### src/rtl/sdx_fifo_pkg.sv
package sdx_fifo_pkg;
   typedef enum logic [3:0] {
      ST_IDENT        = 4'h0,
      ST_DATA         = 4'h1,
      ST_RD_DATA      = 4'h2,
      ST_WR_DATA      = 4'h3,
      ST_RD_WAIT      = 4'h4,
      ST_RD_CRC       = 4'h5,
      ST_WR_CRC       = 4'h6,
      ST_WR_WAIT1     = 4'h7,
      ST_PWR_DN       = 4'h8,
      ST_PWR_UP       = 4'h9,
      ST_WR_START1    = 4'hA,
      ST_WR_START2    = 4'hB,
      ST_GEN_PULSE    = 4'hC,
      ST_WR_WAIT2     = 4'hD,
      ST_START_PWR_DN = 4'hF
   } eng_state_e;

   localparam int THR_W     = 5;
   localparam int FILL_LSB  = 4;
   localparam int WTHR_LSB  = 9;
   localparam int RTHR_LSB  = 14;
   localparam int FORCE_BIT = 19;
   localparam int STS_FLAG  = 0;
   localparam int STS_FERR  = 3;
   localparam int STS_BLK   = 9;
endpackage

### src/rtl/sdx_fifo_store.sv
module sdx_fifo_store #(
   parameter int WIDTH = 32,
   parameter int DEPTH = 16,
   localparam int AW = $clog2(DEPTH),
   localparam int CW = AW + 1
) (
   input  logic             clk,
   input  logic             rst_n,
   input  logic             push,
   input  logic [WIDTH-1:0] wdata,
   input  logic             pop,
   output logic [WIDTH-1:0] rdata,
   output logic [CW-1:0]    fill,
   output logic             push_acc,
   output logic             pop_acc,
   output logic             overrun,
   output logic             underrun
);
   logic [WIDTH-1:0] mem [DEPTH];
   logic [AW-1:0]    wr_ptr, rd_ptr;
   logic             full, empty;

   assign full     = (fill == CW'(DEPTH));
   assign empty    = (fill == '0);
   assign pop_acc  = pop & ~empty;
   assign push_acc = push & (~full | pop_acc);
   assign overrun  = push & full & ~pop_acc;
   assign underrun = pop & empty;
   assign rdata    = mem[rd_ptr];

   for (genvar g = 0; g < DEPTH; g++) begin : g_cell
      always_ff @(posedge clk) begin
         if (push_acc && wr_ptr == AW'(g)) mem[g] <= wdata;
      end
   end

   always_ff @(posedge clk or negedge rst_n) begin
      if (!rst_n) begin
         wr_ptr <= '0;
         rd_ptr <= '0;
         fill   <= '0;
      end else begin
         if (push_acc) wr_ptr <= wr_ptr + 1'b1;
         if (pop_acc)  rd_ptr <= rd_ptr + 1'b1;
         fill <= fill + CW'(push_acc) - CW'(pop_acc);
      end
   end
endmodule

### src/rtl/sdx_blk_track.sv
module sdx_blk_track #(
   parameter int BYTES_W = 32,
   parameter int BLK_W   = 9,
   parameter int BPW     = 4
) (
   input  logic               clk,
   input  logic               rst_n,
   input  logic               start,
   input  logic               start_rd,
   input  logic [BYTES_W-1:0] blk_bytes,
   input  logic [BLK_W-1:0]   blk_cnt,
   input  logic               beat,
   input  logic               abort,
   output logic               active,
   output logic               is_rd,
   output logic               block_done
);
   logic [BYTES_W-1:0] bytes_len, bytes_done;
   logic [BLK_W-1:0]   blocks_left;
   logic [BYTES_W:0]   next_bytes;

   assign next_bytes = {1'b0, bytes_done} + (BYTES_W + 1)'(BPW);
   assign block_done = active & beat & ~abort & ~start
                       & (next_bytes >= {1'b0, bytes_len});

   always_ff @(posedge clk or negedge rst_n) begin
      if (!rst_n) begin
         active      <= 1'b0;
         is_rd       <= 1'b0;
         bytes_len   <= '0;
         bytes_done  <= '0;
         blocks_left <= '0;
      end else if (abort) begin
         active <= 1'b0;
      end else if (start) begin
         is_rd       <= start_rd;
         active      <= (blk_cnt != '0);
         bytes_len   <= blk_bytes;
         bytes_done  <= '0;
         blocks_left <= blk_cnt;
      end else if (active && beat) begin
         if (block_done) begin
            bytes_done  <= '0;
            blocks_left <= blocks_left - 1'b1;
            if (blocks_left == BLK_W'(1)) active <= 1'b0;
         end else begin
            bytes_done <= next_bytes[BYTES_W-1:0];
         end
      end
   end
endmodule

### src/rtl/sdx_flag_gen.sv
module sdx_flag_gen
   import sdx_fifo_pkg::*;
#(
   parameter int DEPTH = 16,
   localparam int CW = $clog2(DEPTH) + 1
) (
   input  logic             active,
   input  logic             is_rd,
   input  logic [CW-1:0]    fill,
   input  logic [THR_W-1:0] rd_thr,
   input  logic [THR_W-1:0] wr_thr,
   output logic             data_flag,
   output eng_state_e       state_code
);
   logic [THR_W:0] fill_x, free_x;

   assign fill_x = (THR_W + 1)'(fill);
   assign free_x = (THR_W + 1)'(DEPTH) - fill_x;

   always_comb begin
      data_flag  = 1'b0;
      state_code = ST_DATA;
      if (active) begin
         if (is_rd) begin
            data_flag  = (fill_x >= {1'b0, rd_thr});
            state_code = (fill_x == (THR_W + 1)'(DEPTH)) ? ST_RD_WAIT : ST_RD_DATA;
         end else begin
            data_flag  = (free_x >= {1'b0, wr_thr});
            state_code = (fill_x == '0) ? ST_WR_START1 : ST_WR_DATA;
         end
      end
   end
endmodule

### src/rtl/sdx_data_fifo.sv
module sdx_data_fifo
   import sdx_fifo_pkg::*;
#(
   parameter int WIDTH     = 32,
   parameter int DEPTH     = 16,
   parameter int BYTES_W   = 32,
   parameter int BLK_W     = 9,
   parameter int THR_RESET = 4,
   localparam int CW  = $clog2(DEPTH) + 1,
   localparam int BPW = WIDTH / 8
) (
   input  logic               clk,
   input  logic               rst_n,
   input  logic               host_push,
   input  logic [WIDTH-1:0]   host_wdata,
   input  logic               host_pop,
   output logic [WIDTH-1:0]   host_rdata,
   input  logic               eng_push,
   input  logic [WIDTH-1:0]   eng_wdata,
   input  logic               eng_pop,
   output logic [WIDTH-1:0]   eng_rdata,
   input  logic               xfer_start,
   input  logic               xfer_rd,
   input  logic [BYTES_W-1:0] xfer_bytes,
   input  logic [BLK_W-1:0]   xfer_blocks,
   input  logic               ctl_we,
   input  logic [19:0]        ctl_wdata,
   input  logic               hsts_clr_we,
   input  logic [9:0]         hsts_clr_data,
   input  logic               cfg_data_irq_en,
   input  logic               cfg_block_irq_en,
   output logic [31:0]        dbg_word,
   output logic [31:0]        sts_word,
   output logic               irq
);
   if ((DEPTH & (DEPTH - 1)) != 0 || DEPTH < 2 || DEPTH > 16) begin : g_bad_depth
      $error("DEPTH must be a power of two from 2 to 16");
   end
   if (WIDTH % 8 != 0) begin : g_bad_width
      $error("WIDTH must be whole bytes");
   end
   if (THR_RESET > DEPTH) begin : g_bad_thr
      $error("THR_RESET exceeds DEPTH");
   end

   logic             active, is_rd, block_done, data_flag, force_data;
   logic             fifo_push, fifo_pop, push_acc, pop_acc, overrun, underrun;
   logic [WIDTH-1:0] fifo_wdata, head;
   logic [CW-1:0]    fill;
   logic [THR_W-1:0] rd_thr, wr_thr;
   logic             sts_ferr, sts_blk, eng_beat;
   eng_state_e       state_code;

   assign fifo_push  = is_rd ? eng_push  : host_push;
   assign fifo_wdata = is_rd ? eng_wdata : host_wdata;
   assign fifo_pop   = is_rd ? host_pop  : eng_pop;
   assign eng_beat   = is_rd ? (eng_push & push_acc) : (eng_pop & pop_acc);
   assign force_data = ctl_we & ctl_wdata[FORCE_BIT];
   assign host_rdata = head;
   assign eng_rdata  = head;

   sdx_fifo_store #(.WIDTH(WIDTH), .DEPTH(DEPTH)) u_store (
      .clk, .rst_n, .push(fifo_push), .wdata(fifo_wdata), .pop(fifo_pop),
      .rdata(head), .fill, .push_acc, .pop_acc, .overrun, .underrun
   );

   sdx_blk_track #(.BYTES_W(BYTES_W), .BLK_W(BLK_W), .BPW(BPW)) u_track (
      .clk, .rst_n, .start(xfer_start), .start_rd(xfer_rd),
      .blk_bytes(xfer_bytes), .blk_cnt(xfer_blocks), .beat(eng_beat),
      .abort(force_data), .active, .is_rd, .block_done
   );

   sdx_flag_gen #(.DEPTH(DEPTH)) u_flag (
      .active, .is_rd, .fill, .rd_thr, .wr_thr, .data_flag, .state_code
   );

   always_ff @(posedge clk or negedge rst_n) begin
      if (!rst_n) begin
         rd_thr   <= THR_W'(THR_RESET);
         wr_thr   <= THR_W'(THR_RESET);
         sts_ferr <= 1'b0;
         sts_blk  <= 1'b0;
      end else begin
         if (ctl_we) begin
            rd_thr <= ctl_wdata[RTHR_LSB +: THR_W];
            wr_thr <= ctl_wdata[WTHR_LSB +: THR_W];
         end
         if (overrun || underrun)                  sts_ferr <= 1'b1;
         else if (hsts_clr_we && hsts_clr_data[STS_FERR]) sts_ferr <= 1'b0;
         if (block_done)                           sts_blk <= 1'b1;
         else if (hsts_clr_we && hsts_clr_data[STS_BLK])  sts_blk <= 1'b0;
      end
   end

   always_comb begin
      dbg_word = '0;
      dbg_word[3:0]                 = state_code;
      dbg_word[FILL_LSB +: THR_W]   = THR_W'(fill);
      dbg_word[WTHR_LSB +: THR_W]   = wr_thr;
      dbg_word[RTHR_LSB +: THR_W]   = rd_thr;
      sts_word = '0;
      sts_word[STS_FLAG] = data_flag;
      sts_word[STS_FERR] = sts_ferr;
      sts_word[STS_BLK]  = sts_blk;
   end

   assign irq = (data_flag & cfg_data_irq_en) | (sts_blk & cfg_block_irq_en);
endmodule

### config.mk
export PLATFORM = sky130hd
export DESIGN_NAME = sdx_data_fifo
export DESIGN_NICKNAME = d
export VERILOG_FILES = /design/src/rtl/sdx_fifo_pkg.sv /design/src/rtl/sdx_fifo_store.sv /design/src/rtl/sdx_blk_track.sv /design/src/rtl/sdx_flag_gen.sv /design/src/rtl/sdx_data_fifo.sv
export SDC_FILE = /design/constraint.sdc
export NUM_CORES = 1
export LEC_CHECK = 0
export ABC_AREA = 1
export ABC_CLOCK_PERIOD_IN_PS = 3650
export BUFFER_PORTS_ARGS = -buffer_cell sky130_fd_sc_hd__buf_2
export CORE_UTILIZATION = 50
export CTS_BUF_LIST = sky130_fd_sc_hd__clkbuf_4 sky130_fd_sc_hd__clkbuf_8
export CTS_CLUSTER_DIAMETER = 50
export DETAILED_ROUTE_END_ITERATION = 12
export PLACE_DENSITY = 0.71
export SYNTH_ARGS = -nofsm -noshare
export SYNTH_HDL_FRONTEND = slang
export SYNTH_SLANG_ARGS = --single-unit
### constraint.sdc
create_clock -name clk -period 3.65 [get_ports clk]
set_clock_uncertainty 0.2 [all_clocks]
set_input_delay 0.1825 -clock clk [delete_from_list [all_inputs] [get_ports clk]]
set_output_delay 0.1825 -clock clk [all_outputs]
set_load 0.05 [all_outputs]
==> results.md, run 1 <==
- Die H: 235.7 um
- CP Capture Type: register
- CTS sink cnt: slightly above 600
- Post-synth EDFFs: 512
- Max H-tree Level: 3
- Largest net degree at the start of global routing: 99
- Distinct cells, synth: between 50 and 60
- Cells on worst reg2reg path: 14
- WP data arrival: a little under 4 ns
- Hold Crit Depth: 3
- Placer Congestion: 0.8578
- Max Cap Violations: 0
- Hold endpoint: u_store.mem[11][28]
- Final Cycle Share: 0.9583
- First-pass GRT wire length: approximately 100 mm
- Hold WS: 0.02932 ns
- Worst-Skew Late Latency: 0.69 ns
- Asr flop ratio synth: 0.1607
- Total power: 25.13 mW
- Fillcell total: 4099
- Share of cells above drive strength 1: 0.2049
- Worst endpoint required time: 4.02 ns
- Area growth, synth to finish: 20.71%
- Synth top area share: 0.5628
- Final setup margin: 0.1523 ns
- Clock root buffer: clkbuf_8
- Reg2Reg Setup Slack: 0.15 ns
- Post-synthesis sequential area ratio: 0.6527
- Setup TNS: 0 ns
- CTS tree: yes
- DR iter-0 viols: 1599
- Final setup vio count: 0
- Port bufs: 216
- Most frequent cell after synthesis: edfxtp_1
- FF+latch count, synth: 610
- DRT Wirelength: between 60 and 70 mm
- I/O pin count: 276
- Run status: finished, final reports clean
- Min-Delay Path Class: in -> reg
- Dpl hpwl: a little under 40 mm
- Die area: 55570 sq um
- Clk pin slew, worst setup/hold paths: 0.06 ns
- Critical R2R Launch: u_track.is_rd
- Synth warnings: 0
- Post-DP Area: 29170 sq um
- Vias in the first global route: about 19000
- Starting density of the core: 0.5066
- Pre-CTS WS: about 0.019 ns
- M2 GR Usage: 0.4259
- Least-Margin Pin Slew: 1.105 ns
- Syn Area/Cell: 11.95 sq um
- Total number of vias: 18850
- Crit path launch type: register
- Design area: 32970 sq um
- Antenna Violating Nets Remaining: 0
- Number of diodes: 0
- GRT Max-Usage Layer: met2
- Leakage: around 13 nW
- CTS max path bufs: 3
- Max Slew Vio Count: 0
- Dpl cells: slightly above 3000
- P per Cell Area: 762.2 nW/um^2
- Grt met1 use: 0.3101
- Met3 Use GR: 0.03834
- Main synth FF type: edfxtp_1
- TritonCTS Buffers: 97
- Die width: roughly 240 um
- Num rows: 85
- FMAX: ~290 MHz
- List of most frequent post-synthesis cells: 512 x edfxtp_1, 337 x nand2_1, 274 x nor2_1
- Drt pass-1 iters: 5
- Residual DRC: 0
- VDD IR-drop max: 681.2 uV
- Rel. slew slack: 0.2623
- Core Util, Final: 0.6115
- Core area: 53920 sq um
- Global-route usage over all layers: 0.2432
- Netlist Area Pre-Place: 27320 sq um
- Non-Filler Instances: about 3400
- Final Hold Fails: 0
- Avg Vias per Cell: 5.467
- Final #Nets: 2881
- Total gr overflow: 0
- Final min period: between 3 and 4 ns
- Hold_sp: eng_wdata[28]
- Synth area leaders: edfxtp_1 56%, dfrtp_1 8.8%, nand2_1 4.6%
- Crit Path Class: reg -> reg
- Cells after synthesis: 2286
- RR Endpoint: u_track.blocks_left[0]
- Routed WL per cell: 19.64 um
- Crit Path Max Fanout: 9
- Area leader, netlist: edfxtp_1
- Initial antenna violation count: 0
==> cell type report <==
type	instances	area (sq um)	share of cell area
well taps	696	870.8	0.02641
multi-input cells	1373	8288	0.2513
inverters	148	558.0	0.01692
clock inverters	43	344.1	0.01043
flip-flops and latches	610	17850	0.5412
clock buffers	134	1650	0.05005
repair buffers	444	3416	0.1036
==> worst max-delay path by stage <==
stage / startpoint / endpoint / slack, ns / cells after the start
4_1_cts: u_track.bytes_done[3] / u_track.blocks_left[0] / 0.01 / 22
5_1_grt: u_track.bytes_done[3] / u_track.blocks_left[0] / -0.04 / 23
2_1_floorplan: u_store.fill[1] / u_store.mem[11][0] / -0.41 / 12
6_report: u_track.is_rd / u_track.blocks_left[0] / 0.15 / 14
3_5_place_dp: u_track.bytes_done[3] / u_track.blocks_left[0] / 0.02 / 22
3_3_place_gp: u_track.bytes_done[3] / u_track.blocks_left[7] / 0.08 / 22
==> repair_timing <==
action / 4_1_cts / 5_1_grt
resized for setup: 0 / 37
endpoints found under the setup margin: 0 / 43
endpoints found under the hold margin: 437 / 0
buffers inserted: 0 / 13
hold buffers: 153 / 0
==> power breakdown <==
group | internal [mW] | switching (mW)
Sequential | 8.43 | 0.498
Combinational | 2.78 | 7.49
Clock | 3.29 | 2.64
Total | 14.5 | 10.6
==> placed cells by master (no fill, tap or decap), types with 7 or more instances in the layout <==
cell type and count:
edfxtp_1 512, nand2_1 334, nor2_1 251, buf_2 215, o21ai_0 189, dlygate4sd3_1 153, inv_1 139, clkbuf_8 103
dfrtp_1 88, mux2i_1 84, o221ai_1 84, buf_4 57, ha_1 56, nand3_1 48, conb_1 42, o211ai_1 39
o32ai_1 38, clkbuf_4 31, xor2_1 26, nor2_4 25, a21oi_1 21, clkinv_1 21, buf_12 19, nand4_1 18
nor3_1 15, o22ai_2 14, clkinv_2 12, nand2_2 11, nor2_2 10, o21ai_1 8, inv_2 7
==> cells by family after synthesis <==
group | Yosys count | synth area share
AO/OA/AOI/OAI | 411 | 0.1011
XOR/XNOR | 36 | 0.01154
adder cells (fa/ha/maj) | 60 | 0.02776
buffers and inverters | 345 | 0.06037
flip-flops | 610 | 0.6527
multiplexers | 86 | 0.03161
other | 1 | 0.0001373
AND/OR/NAND/NOR | 737 | 0.1148
==> worst max-delay path, stage by stage, from the launching register on <==
cell,delay (ns)
dfrtp_2,0.48
o21ai_1,0.28
dlygate4sd3_1,0.64
nand2_2,0.13
inv_2,0.12
nor2_1,0.07
nor2_2,0.16
nor2_2,0.08
nor2_4,0.14
dlygate4sd3_1,0.64
nand2_4,0.11
nand2_8,0.11
nand2_8,0.09
nand2_1,0.07
nand2_1,0.05
==> flip-flops by register name, indices dropped and copies added (netlist names) <==
register	count
sts_ferr	1
u_store.mem	512
u_store.fill	5
rd_thr	5
u_track.bytes_len	32
u_track.is_rd	1
wr_thr	5
u_store.rd_ptr	4
u_track.blocks_left	9
u_track.active	1
sts_blk	1
u_store.wr_ptr	4
u_track.bytes_done	30
==> routing by layer <==
layer | wire, um | vias to the layer above
met4 | 1350 | 0
met3 | 3800 | 106
met1 | 28010 | 9236
li1 | - | 8853
met2 | 34560 | 655
met5 | 0 | -
(Power assumes the default switching activity.)
==> run 2: changes to the inputs <==
==> constraint.sdc (replaced) <==
create_clock -name clk -period 3.65 [get_ports clk]
set_clock_uncertainty 0.2 [all_clocks]
set_input_delay 0.1825 -clock clk [delete_from_list [all_inputs] [get_ports clk]]
set_output_delay 0.1825 -clock clk [all_outputs]
set_load 0.01 [all_outputs]
==> run 2 against run 1 <==
  * The run now ends with hold timing left
  * Cell count up 0.20%
  * Sequential share of layout area down 0.16 points
  * Final area up 0.29%
  * First-iteration DRC count up 2.2%
  * Wire length up 0.23%
  * Critical path depth down 5
==> results.md, run 2 (synthesis gave the netlist of run 1 again) <==
- Pre-CTS WS: 0.07102 ns (+0.05220 ns)
- CTS tree: yes
- Antenna Violating Nets Remaining: 0 (unchanged)
- Starting density of the core: 0.5066 (unchanged)
- Drt pass-1 iters: 6 (+1)
- Num rows: 85 (unchanged)
- Placer Congestion: 0.8625 (+0.55%)
- WP data arrival: 3.62 ns (-0.25 ns)
- Final #Nets: 2892 (+0.38%)
- DR iter-0 viols: 1634 (+2.2%)
- Most frequent CP cell: buf_4
- Total number of vias: 19090 (+1.3%)
- Core area: 53920 sq um (unchanged)
- Final Cycle Share: 0.9421 (-0.01619)
- Crit path cell chain: buf_4 -> inv_2 -> a21boi_0 -> dlygate4sd3_1 -> nor2_2 -> buf_4 -> nand2_1 -> nor2_4 -> buf_12
- Max Cap Violations: 0 (unchanged)
- Port bufs: 216 (unchanged)
- Hold WS: -0.005320 ns (-0.03464 ns)
- Leakage: 13.05 nW (+0.40%)
- Cell family with most CP delay: buffers and inverters
- Fillcell total: 4050 (-1.2%)
- CP Capture Type: register
- Core Util, Final: 0.6133 (+0.001786)
- Die H: 235.7 um (unchanged)
- Worst endpoint required time: 3.83 ns (-0.19 ns)
- Final setup margin: 0.2114 ns (+0.05908 ns)
- Initial antenna violation count: 0 (unchanged)
- Final setup vio count: 0 (unchanged)
- Run status: finished, violations left
- Number of diodes: 0 (unchanged)
- Crit Path Max Fanout: 24 (+15)
- Vias in the first global route: 18850 (+0.18%)
- Die area: 55570 sq um (unchanged)
- P per Cell Area: 682.0 nW/um^2 (-11%)
- Critical Path Slowest Stage Cell: dlygate4sd3_1
- Setup TNS: 0 ns (unchanged)
- Global-route usage over all layers: 0.2437 (+0.0005515)
- Least-Margin Pin Slew: 1.085 ns (-0.02001 ns)
- Avg Vias per Cell: 5.524 (+1.0%)
- Final min period: 3.439 ns (-0.05908 ns)
- First-pass GRT wire length: 104.8 mm (+0.58%)
- Most frequent cells in the layout: 512 x edfxtp_1, 336 x nand2_1, 253 x nor2_1, 215 x buf_2, 190 x o21ai_0
- Worst-Skew Late Latency: 0.69 ns (about the same)
- Max Slew Vio Count: 0 (unchanged)
- Dpl hpwl: 39.40 mm (+1.5%)
- CTS sink cnt: 610 (unchanged)
- CTS max path bufs: 3 (unchanged)
- Crit path launch type: register
- Share of cells above drive strength 1: 0.2012 (-0.003782)
- Rel. slew slack: 0.2757 (+0.01335)
- DRT Wirelength: 67.87 mm (+0.23%)
- Top reg by flops: u_store.mem
- TritonCTS Buffers: 99 (+2.1%)
- FMAX: 290.8 MHz (+1.7%)
- Area growth, synth to finish: 21.07%
- Residual DRC: 0 (unchanged)
- Largest registers: u_store.mem (512), u_track.bytes_len (32), u_track.bytes_done (30)
- Final Hold Fails: 5 (+5)
- Max reg flops: 512 (unchanged)
- Max H-tree Level: 3 (unchanged)
- Total power: 22.55 mW (-10%)
- Total gr overflow: 0 (unchanged)
- Die width: 235.7 um (unchanged)
- Crit Path Class: reg -> reg
- Clock root buffer: clkbuf_8
- Largest net degree at the start of global routing: 114 (+15%)
- Routed WL per cell: 19.65 um (about the same)
- I/O pin count: 276 (unchanged)
- Min-Delay Path Class: in -> reg
- VDD IR-drop max: 623.9 uV (-8.4%)
- Clk pin slew, worst setup/hold paths: 0.06 ns (about the same)
- Commonest non-fill, non-tap cell in the layout: edfxtp_1
- CP Buf/Inv Count: 5 (+2)
- Violated checks: hold timing
- CP max stage delay: 0.59 ns (-0.05 ns)
-- run 2: worst paths after layout --
kind / startpoint / end / slack (ns) / cells after the start
worst max register to register: u_track.is_rd / u_store.mem[15][27] / 0.21 / 9
worst min register to register: u_track.blocks_left[4] / u_track.blocks_left[4] / 0.31 / 2
worst max-delay path: u_track.is_rd / u_store.mem[15][27] / 0.21 / 9
max in group asynchronous: rst_n / wr_thr[2] / 2.54 / 4
worst min-delay path: host_wdata[28] / u_store.mem[1][28] / -0.005 / 3
min in group asynchronous: rst_n / u_track.bytes_len[23] / 0.39 / 4
-- run 2: area by class of cell --
| cell class | count | area (sq um) | share of cell area |
|---|---|---|---|
| clock buffers | 140 | 1714 | 0.05183 |
| clock inverters | 35 | 249.0 | 0.007529 |
| inverters | 148 | 558.0 | 0.01687 |
| multi-input cells | 1373 | 8244 | 0.2493 |
| flip-flops and latches | 610 | 17850 | 0.5396 |
| well taps | 696 | 870.8 | 0.02633 |
| repair buffers | 453 | 3588 | 0.1085 |
-- run 2: worst reg2reg max path, stage by stage, from the launching register on --
cell           delay (ns)
dfrtp_2              0.44
buf_4                0.25
inv_2                0.25
a21boi_0             0.15
dlygate4sd3_1        0.59
nor2_2               0.17
buf_4                0.19
nand2_1              0.29
nor2_4               0.36
buf_12               0.24
-- run 2: power by group --
part | internal, mW | switching (mW) | total (mW)
sequential | 8.43 | 0.345 | 8.77
combinational | 2.80 | 5.14 | 7.94
clock | 3.18 | 2.66 | 5.84
total | 14.4 | 8.14 | 22.6
-- run 2: stage by stage --
step | instance area (sq um) | std cells
6_report | 33070 | 3455
4_1_cts | 32870 | 3445
2_1_floorplan | 27490 | 2327
5_1_grt | 33070 | 3455
3_3_place_gp | 29250 | 3106
3_5_place_dp | 29250 | 3106
-- run 2: repair_timing --
| item | 4_1_cts | 5_1_grt |
|---|---|---|
| setup buffers | 0 | 10 |
| endpoints found under the setup margin | 0 | 41 |
| hold endpoints to repair | 507 | 0 |
| hold buffers | 164 | 0 |
| gates resized for setup | 0 | 25 |
-- run 2: layer usage --
layer / routed length, um / vias to the layer above / part of all wire / track usage
met5: 0 / - / 0 / 0
met4: 1753 / 0 / 0.026 / 0.08318
met3: 4252 / 138 / 0.063 / 0.04010
met2: 33620 / 743 / 0.50 / 0.4056
met1: 28250 / 9341 / 0.42 / 0.3253
li1: - / 8864 / - / -
==> run 3: changes to the inputs <==
--- a/config.mk
+++ b/config.mk
@@ -5,7 +5,6 @@
 export SDC_FILE = /design/constraint.sdc
 export NUM_CORES = 1
 export LEC_CHECK = 0
-export ABC_AREA = 1
 export ABC_CLOCK_PERIOD_IN_PS = 3650
 export BUFFER_PORTS_ARGS = -buffer_cell sky130_fd_sc_hd__buf_2
 export CORE_UTILIZATION = 50
==> run 3 against run 2 <==
  * The run ends with setup timing left
  * Largest cell class unchanged
  * Core utilization is 3.6 points higher
  * Combinational power is 11% lower
  * First-iteration DRC count is 28% lower
==> results.md, run 3 <==
- Port bufs: 216 (unchanged)
- Commonest non-fill, non-tap cell in the layout: edfxtp_1
- FMAX: 264.4 MHz (-9.1%)
- Largest registers: u_store.mem (512), u_track.bytes_len (32), u_track.bytes_done (30)
- Final min period: 3.783 ns (+0.3441 ns)
- Core Util, Final: 0.6494 (+0.03604)
- Die area: 53100 sq um (-4.4%)
- Hold Crit Depth: 6 (+3)
- Total power: 21.72 mW (-3.7%)
- Critical R2R Launch: u_track.bytes_done[4]
- Starting density of the core: 0.5076 (+0.0009802)
- Syn Area/Cell: 17.67 sq um (+48%)
- Least-Margin Pin Slew: 1.094 ns (+0.008453 ns)
- Distinct cells, synth: 58 (+12%)
- First-pass GRT wire length: 94.68 mm (-9.7%)
- Worst-Skew Late Latency: 0.70 ns (about the same)
- List of most frequent post-synthesis cells: 512 x edfxtp_1, 160 x mux4_2, 97 x nand2_1
- I/O pin count: 276 (unchanged)
- CTS tree: yes
- WP data arrival: 4.15 ns (+0.53 ns)
- VDD IR-drop max: 371.1 uV (-41%)
- Pint: 14.98 mW (+4.0%)
- Most frequent cell after synthesis: edfxtp_1
- Main synth FF type: edfxtp_1
- Residual DRC: 0 (unchanged)
- Reg2Reg Setup Slack: -0.13 ns (-0.34 ns)
- Hold WS: 0.1386 ns (+0.1440 ns)
- Leakage: 12.46 nW (-4.5%)
- Post-synth EDFFs: 512 (unchanged)
- Clk pin slew, worst setup/hold paths: 0.07 ns (about the same)
- Avg Vias per Cell: 5.608 (+1.5%)
- Final setup margin: -0.1328 ns (-0.3441 ns)
- Die H: 230.4 um (-2.2%)
- TritonCTS Buffers: 97 (-2.0%)
- Dpl hpwl: 33.78 mm (-14%)
- Hold endpoint: u_track.blocks_left[5]
- Switching part of the total: 0.3102 (-0.05082)
- Synth area leaders: edfxtp_1 59%, mux4_2 14%, dfrtp_1 9.2%
- Area growth, synth to finish: 27.93%
- Die width: 230.4 um (-2.2%)
- Min-Delay Path Class: in -> reg
- Initial antenna violation count: 1 (+1)
- FF+latch count, synth: 610 (unchanged)
- Crit path launch type: register
- Max Cap Violations: 0 (unchanged)
- Crit Path Max Fanout: 10 (-58%)
- DR iter-0 viols: 1173 (-28%)
- Total number of vias: 15730 (-18%)
- Routed WL per cell: 22.41 um (+14%)
- Largest net degree at the start of global routing: 47 (-59%)
- Num rows: 83 (-2.4%)
- Worst endpoint required time: 4.02 ns (+0.19 ns)
- Asr flop ratio synth: 0.1607 (unchanged)
- Final #Nets: 2255 (-22%)
- Design area: 33380 sq um (+0.94%)
- Antenna Violating Nets Remaining: 0 (unchanged)
- CTS max path bufs: 3 (unchanged)
- Hold_sp: eng_pop
- Post-synthesis sequential area ratio: 0.6833 (+0.03061)
- Max reg flops: 512 (unchanged)
- Area leader, netlist: edfxtp_1
- Final Cycle Share: 1.036 (+0.09428)
- Flop pwr share: 0.411 (+0.022)
- Max Slew Vio Count: 0 (unchanged)
- Final Hold Fails: 0 (-5)
- P per Cell Area: 650.7 nW/um^2 (-4.6%)
- Final setup vio count: 30 (+30)
- Most frequent cells in the layout: 512 x edfxtp_1, 231 x dlygate4sd3_1, 215 x buf_2, 160 x mux4_2, 99 x clkbuf_8
- Placer Congestion: 0.8243 (-4.4%)
- Synth top area share: 0.5892 (+0.02640)
- Netlist Area Pre-Place: 26090 sq um (-4.5%)
- Cells on worst reg2reg path: 15 (+6)
- Global-route usage over all layers: 0.2376 (-0.006070)
- Clock power share: 0.263 (+0.004)
- Core area: 51410 sq um (-4.7%)
- CTS sink cnt: 610 (unchanged)
- Clock root buffer: clkbuf_8
- Vias in the first global route: 16500 (-12%)
- Sw Pwr: 6.739 mW (-17%)
- Crit Path Class: reg -> reg
- Violated checks: setup timing
- Unrepaired setup endpoints after global routing: yes
- Drt pass-1 iters: 5 (-1)
- Max H-tree Level: 3 (unchanged)
- Top reg by flops: u_store.mem
- RR Endpoint: u_track.bytes_done[12]
- Run status: finished, violations left
- DRT Wirelength: 62.85 mm (-7.4%)
- Total gr overflow: 0 (unchanged)
- Cells after synthesis: 1477 (-35%)
- Post-DP Area: 28760 sq um (-1.7%)
- CP Capture Type: register
- Synth warnings: 0 (unchanged)
- Rel. slew slack: 0.2692 (-0.006464)
- Share of cells above drive strength 1: 0.3658 (+0.1647)
- Comb power frac: 0.326 (-0.026)
[run 3: routing by layer]
| metal | wire length [um] | part of all wire | vias up | track usage |
|---|---|---|---|---|
| li1 | - | - | 6838 | - |
| met1 | 25270 | 0.40 | 8052 | 0.3138 |
| met2 | 31740 | 0.51 | 717 | 0.3986 |
| met3 | 4241 | 0.067 | 124 | 0.04311 |
| met4 | 1599 | 0.025 | 0 | 0.08133 |
| met5 | 0 | 0 | - | 0 |
[run 3: area by class of cell]
| type | instances | area (sq um) |
|---|---|---|
| flip-flops and latches | 610 | 17840 |
| fillers | 3319 | 18020 |
| well taps | 680 | 850.8 |
| clock inverters | 42 | 295.3 |
| multi-input cells | 711 | 7825 |
| inverters | 61 | 229.0 |
| clock buffers | 133 | 1618 |
| repair buffers | 567 | 4720 |
| diodes | 1 | 2.502 |
[run 3: critical path, cell delays in order (launching register included)]
cell,delay (ns)
dfrtp_1,0.35
and4_4,0.24
and4_4,0.25
and2_4,0.16
buf_4,0.13
nand2_2,0.07
xnor2_2,0.15
ha_1,0.32
nand4_1,0.18
nor2_2,0.21
nand2_1,0.08
or4_4,0.51
nand3b_1,0.16
o21ba_4,0.22
buf_4,0.19
a22o_1,0.23
[run 3: worst max path at each step]
stage	start	endpoint	slack [ns]	depth (start not counted)
2_1_floorplan	u_store.fill[1]	u_store.mem[12][0]	-0.34	8
3_3_place_gp	u_track.bytes_done[5]	u_track.blocks_left[7]	-0.03	15
3_5_place_dp	u_track.bytes_done[6]	u_track.bytes_done[27]	-0.12	16
4_1_cts	u_track.bytes_done[5]	u_track.blocks_left[7]	0.003	16
5_1_grt	u_track.bytes_done[4]	u_track.blocks_left[7]	-0.22	15
6_report	u_track.bytes_done[4]	u_track.bytes_done[12]	-0.13	15
[run 3: kinds of logic after synthesis]
kind of cell / after synthesis / share of synthesized area
and+or+nand+nor: 225 / 0.04330
DFF: 610 / 0.6833
AOI/OAI and AO/OA: 144 / 0.03553
muxes: 200 / 0.1551
buffers and inverters: 198 / 0.04042
xor gates and xnor gates: 39 / 0.01309
adders and majority gates: 60 / 0.02906
other: 1 / 0.0001437
[run 3: metrics by stage]
stage / TNS [ns] / std cells / setup slack [ns]
floorplan: -91.13 / 1518 / -0.3445
global placement: -0.02814 / 2376 / -0.02814
detailed placement: -1.556 / 2376 / -0.1214
CTS: 0 / 2791 / 0.003234
global route: -6.053 / 2805 / -0.2175
finish: -2.027 / 2805 / -0.1328
[run 3: power groups by stage]
| stage | registers (mW) | clock network [mW] | logic [mW] |
|---|---|---|---|
| after global placement | 9.01 | 0 | 6.73 |
| after global routing | 9.00 | 6.14 | 7.63 |
| final | 8.93 | 5.72 | 7.07 |
| after detailed placement | 9.05 | 0 | 6.85 |
| after CTS | 8.92 | 5.83 | 7.13 |
| after floorplan | 8.74 | 0 | 5.06 |
[run 3: repair_timing]
item,CTS,global route
pin swaps,9,20
buffers inserted,7,13
setup endpoints to repair,33,41
gates cloned,1,0
hold endpoints to repair,686,0
hold buffers,232,0
resized for setup,7,36
